`src/rtl/pwm_slice_pkg.sv`:
```
package pwm_slice_pkg;

    localparam int CNT_W  = 16;
    localparam int NUM_CH = 2;

    typedef logic [CNT_W-1:0] cnt_t;

    typedef enum logic {
        MODE_SAW = 1'b0,
        MODE_TRI = 1'b1
    } mode_e;

    // settings that pass through the shadow stage
    typedef struct packed {
        cnt_t                  top;
        cnt_t [NUM_CH-1:0]     cmp;
    } cfg_t;

    // result of one counter step
    typedef struct packed {
        cnt_t value;
        logic down;
        logic wrap;
    } step_t;

    function automatic step_t next_step(mode_e mode, cnt_t cur, logic down, cnt_t top);
        step_t s;
        s.value = cur;
        s.down  = 1'b0;
        s.wrap  = 1'b0;
        if (mode == MODE_SAW) begin
            if (cur >= top) begin
                s.value = '0;
                s.wrap  = 1'b1;
            end else begin
                s.value = cur + 1'b1;
            end
        end else if (!down) begin
            if (cur >= top) begin
                s.down = 1'b1;          // turn at top, hold for one step
            end else begin
                s.value = cur + 1'b1;
            end
        end else begin
            if (cur == '0) begin
                s.wrap = 1'b1;          // turn at zero, hold for one step
            end else begin
                s.value = cur - 1'b1;
                s.down  = 1'b1;
            end
        end
        return s;
    endfunction

    function automatic logic chan_level(cnt_t cmp, cnt_t cnt, logic inv, logic run);
        return run ? ((cmp > cnt) ^ inv) : inv;
    endfunction

endpackage

```
`src/rtl/pwm_slice_shadow.sv`:
```
module pwm_slice_shadow
    import pwm_slice_pkg::*;
(
    input  logic clk,
    input  logic rst,
    input  logic load,
    input  cfg_t cfg_in,
    output cfg_t cfg_q
);

    always_ff @(posedge clk) begin
        if (rst) begin
            cfg_q <= '0;
        end else if (load) begin
            cfg_q <= cfg_in;
        end
    end

endmodule

```
`src/rtl/pwm_slice_counter.sv`:
```
module pwm_slice_counter
    import pwm_slice_pkg::*;
(
    input  logic  clk,
    input  logic  rst,
    input  logic  en,
    input  logic  tick,
    input  mode_e mode,
    input  cnt_t  top,
    output cnt_t  cnt,
    output logic  boundary,
    output logic  wrap
);

    logic  down_q;
    step_t nx;

    always_comb begin
        nx = next_step(mode, cnt, down_q, top);
    end

    assign boundary = en && tick && nx.wrap;

    always_ff @(posedge clk) begin
        if (rst) begin
            cnt    <= '0;
            down_q <= 1'b0;
            wrap   <= 1'b0;
        end else begin
            wrap <= boundary;
            if (en && tick) begin
                cnt    <= nx.value;
                down_q <= nx.down;
            end
        end
    end

endmodule

```
`src/rtl/pwm_slice_channel.sv`:
```
module pwm_slice_channel
    import pwm_slice_pkg::*;
(
    input  cnt_t cmp,
    input  cnt_t cnt,
    input  logic inv,
    input  logic run,
    output logic pin
);

    assign pin = chan_level(cmp, cnt, inv, run);

endmodule

```
`src/rtl/pwm_slice_top.sv`:
```
module pwm_slice_top
    import pwm_slice_pkg::*;
(
    input  logic                 clk,
    input  logic                 rst,
    input  logic                 en,
    input  logic                 tick,
    input  logic                 phase_mode,
    input  logic [CNT_W-1:0]     top_val,
    input  logic [CNT_W-1:0]     cmp_a,
    input  logic [CNT_W-1:0]     cmp_b,
    input  logic                 inv_a,
    input  logic                 inv_b,
    output logic                 pwm_a,
    output logic                 pwm_b,
    output logic                 wrap
);

    cfg_t                cfg_in;
    cfg_t                cfg_q;
    cnt_t                cnt_q;
    logic                boundary;
    logic [NUM_CH-1:0]   inv_v;
    logic [NUM_CH-1:0]   pin_v;
    cnt_t                act_top;
    cnt_t                act_cmp_a;

    assign cfg_in.top    = top_val;
    assign cfg_in.cmp[0] = cmp_a;
    assign cfg_in.cmp[1] = cmp_b;
    assign inv_v         = {inv_b, inv_a};

    pwm_slice_shadow u_shadow (
        .clk    (clk),
        .rst    (rst),
        .load   (!en || boundary),
        .cfg_in (cfg_in),
        .cfg_q  (cfg_q)
    );

    pwm_slice_counter u_count (
        .clk      (clk),
        .rst      (rst),
        .en       (en),
        .tick     (tick),
        .mode     (mode_e'(phase_mode)),
        .top      (cfg_q.top),
        .cnt      (cnt_q),
        .boundary (boundary),
        .wrap     (wrap)
    );

    for (genvar ch = 0; ch < NUM_CH; ch++) begin : g_ch
        pwm_slice_channel u_chan (
            .cmp (cfg_q.cmp[ch]),
            .cnt (cnt_q),
            .inv (inv_v[ch]),
            .run (en),
            .pin (pin_v[ch])
        );
    end

    assign pwm_a     = pin_v[0];
    assign pwm_b     = pin_v[1];
    assign act_top   = cfg_q.top;
    assign act_cmp_a = cfg_q.cmp[0];

endmodule

```
`config.mk`:
```
export PLATFORM = sky130hd
export DESIGN_NAME = pwm_slice_top
export DESIGN_NICKNAME = d
export VERILOG_FILES = /design/src/rtl/pwm_slice_pkg.sv /design/src/rtl/pwm_slice_shadow.sv /design/src/rtl/pwm_slice_counter.sv /design/src/rtl/pwm_slice_channel.sv /design/src/rtl/pwm_slice_top.sv
export SDC_FILE = /design/constraint.sdc
export NUM_CORES = 1
export LEC_CHECK = 0
export ABC_CLOCK_PERIOD_IN_PS = 2790
export CAP_MARGIN = 20
export CORE_UTILIZATION = 56
export CTS_CLUSTER_SIZE = 10
export DETAILED_ROUTE_END_ITERATION = 7
export PLACE_DENSITY_LB_ADDON = 0.05
export SYNTH_ARGS = -nofsm -noshare
export SYNTH_HDL_FRONTEND = slang
export SYNTH_SLANG_ARGS = --single-unit
```
`constraint.sdc`:
```
create_clock -name clk -period 2.79 [get_ports clk]
set_input_delay 0.558 -clock clk [delete_from_list [all_inputs] [get_ports clk]]
set_output_delay 0.558 -clock clk [all_outputs]
set_load 0.01 [all_outputs]
```
==> run summary <==
Final core occ = 76.1%
Switching share of power = 29.6%
Clk Latency, worst-skew pair = 0.35 ns
Crit start category = flip-flop
Leak = 2.34 nW
Met1 Resource Use GR = 40.2%
Die width = 92.6 um
M3 GR Usage = 6.16%
DR vias/cell = 6.25
Finished Layout Cells = 763
CP required = 2.23 ns
Slew Viols, Final = 0
CTS root buf = clkbuf_8
Final period utilization = 103%
Primary FF master, synth = dfxtp_1
WL/cell = 18.4 um
Setup Skew = 0.0122 ns
Final GP Congestion = 0.963
Commonest cells post-synth = a21oi_1 (67), dfxtp_1 (66), nand3_1 (58), ha_1 (51), inv_1 (41)
Maximum vdd drop = 335 uV
Dpl ws = -0.240 ns
Final setup violation count = 2
Max-cap viol count = 0
Met2 GRT Util = 57.8%
Final nets = 762
Critical path depth in cells = 9
CP Max Fanout = 4
Bufs and invs on worst path = 3
Tightest Pin Transition = 0.614 ns
Flop-to-flop setup slack = 0.10 ns
TritonCTS Buffers = 9
Sequential share of power = 39.8%
Yosys top cell by area = dfxtp_1
P per Cell Area = 433 mW/mm^2
Detailed Place HPWL = 10000 um
Diodes inserted = 0
R2R depth = 9
Combinational power share = 25.1%
Ports = 58
Crit-path max cell delay = 0.34 ns
Psw = 766 uW
Post-route design area = 0.00597 mm^2
Family with the most delay on the worst path = compound AO/OA/AOI/OAI gates
Final hold slack = 0.467 ns
Wire length of the first global-routing pass = 22200 um
Post-synth cell types = 61
Inst Count DP = 745
Antenna Nets Post-Route = 0
Global route hottest layer = met2
Critical Path Sink Type = output port
Top-area cell type share of the netlist area = 28.7%
Pin count of the biggest net entering global routing = 56
Slowest cell on the critical path = dfxtp_2
Clock H-tree levels = 3
Post-CTS Hold Buffers = 0
Final TNS setup = -0.0905 ns
Hold WC Path Type = reg -> reg
Vias in the first global route = 4644
Clock tree buffer depth = 2
Reg clk slew, reported paths = 0.08 ns
RSZ-0062 raised after global routing = true
Status = finished with violations
Total global routing overflow = 0
Crit path kind = reg -> out
Area added between synthesis and finish = 29.8%
Leading post-synthesis cells by cell area = dfxtp_1 (29%), ha_1 (14%), a21oi_1 (7.3%), nand3_1 (6.3%), o21ai_0 (4.2%)
Final WS setup = -0.0849 ns
Hold path depth = 2
Core area = 0.00785 mm^2
Vias = 4766
Endpoints failing hold = 0
Initial Utilization = 58.6%
Router iterations before antenna repair = 5
Port Buffer Count = 57
Slew HR = 59.1%
Mapped Avg Cell Area = 8.01 um^2
Row count = 32
Pwr Total = 2.59 mW
CP cell instances = inv_2, ha_4, nand4_1, buf_4, o31ai_4, nor2_1, a21oi_1, o311ai_2, buf_2
Mapped Area = 0.00460 mm^2
Post-synthesis sequential area ratio = 28.7%
DR iter-0 viols = 271
Failing checks = negative setup slack
Post-synth ARST share = 0%
Total global routing track utilization = 33.1%
Cell Area, Placed = 0.00550 mm^2
Net Count, Synth = 680
Peak Freq = 0.348 GHz
CTS tree = yes
Final WL = 14100 um
DR DRC count = 0
P_int = 1.82 mW
Clock Sinks = 66
FF+latch count, synth = 66
Power share of the clock group = 35.1%
Ys Warns = 0
Most common cell in the netlist = a21oi_1
Die height = 92.6 um
Initial antenna violation count = 0
WP data arrival = 2.32 ns
Synth Instances = 574
Fin crit period = 2.87 ns
Die area = 0.00858 mm^2
Post-synth EDFFs = 0
Layout cells sized above 1 = 21.6%
layout make-up:
type / instances / area (um^2)
multi-input cells: 431 / 3160
fillers: 579 / 1880
flip-flops and latches: 66 / 1340
repair buffers: 107 / 968
inverters: 41 / 159
clock buffers: 11 / 141
well taps: 102 / 128
clock inverters: 5 / 77.6
cell families after synthesis:
family / share of synthesized area, %
DFF: 28.7
AOI/OAI and AO/OA: 28.8
buffers and inverters: 7.62
adders and majority gates: 13.9
and+or+nand+nor: 20.6
xor gates and xnor gates: 0.381
layout by cell type, fill, tap and decap left out, drive strengths merged, types with 3 or more instances in the layout:
cell,n
buf,53
and4,3
a221oi,3
ha,51
inv,41
nor4,6
o21ai,63
o221ai,6
nand4,18
nor3,8
a31oi,6
o211ai,8
o31ai,6
nand3,58
nor2,25
and2,4
or2,3
clkbuf,11
nor2b,4
a2111o,4
o311ai,6
a21o,13
a21oi,67
nand2,33
and3,3
clkdlybuf4s50,54
o21a,5
dfxtp,66
worst paths after layout:
kind / end / startpoint
max reg2reg: u_count.cnt[13] / u_count.cnt[15]
max: pwm_b / u_count.cnt[6]
min reg2reg: u_shadow.cfg_q[38] / u_shadow.cfg_q[38]
min: u_shadow.cfg_q[38] / u_shadow.cfg_q[38]
layer usage:
layer	share of wire, %	routed length (um)
met3	6.1	857
met4	3.2	455
met1	41	5830
met2	49	6920
met5	0	0
timing repair:
| item | in CTS | in global routing |
|---|---|---|
| pin swaps | 4 | 11 |
| gates resized for setup | 29 | 48 |
| buffers inserted | 0 | 3 |
| setup endpoints to repair | 2 | 25 |
power by group through the flow:
stage	Sequential, mW	Combinational (mW)	Clock [mW]
2_1_floorplan	1.04	0.358	0
3_3_place_gp	1.05	0.555	0
3_5_place_dp	1.05	0.577	0
4_1_cts	1.03	0.606	0.917
5_1_grt	1.04	0.705	0.957
6_report	1.03	0.650	0.907
state kept, by name, summed over array words and instances (netlist names):
name            count
u_shadow.cfg_q     48
u_count.down_q      1
u_count.cnt        16
u_count.wrap        1
worst reg2reg max path, delay by kind of cell (launching register included):
family,cells,cell delay [ns]
AO/OA/AOI/OAI,4,1.16
adder cells (fa/ha/maj),1,0.32
buffers and inverters,2,0.28
flip-flops,1,0.33
AND/OR/NAND/NOR,2,0.48
Note: power is estimated with default switching activity, not from simulation.
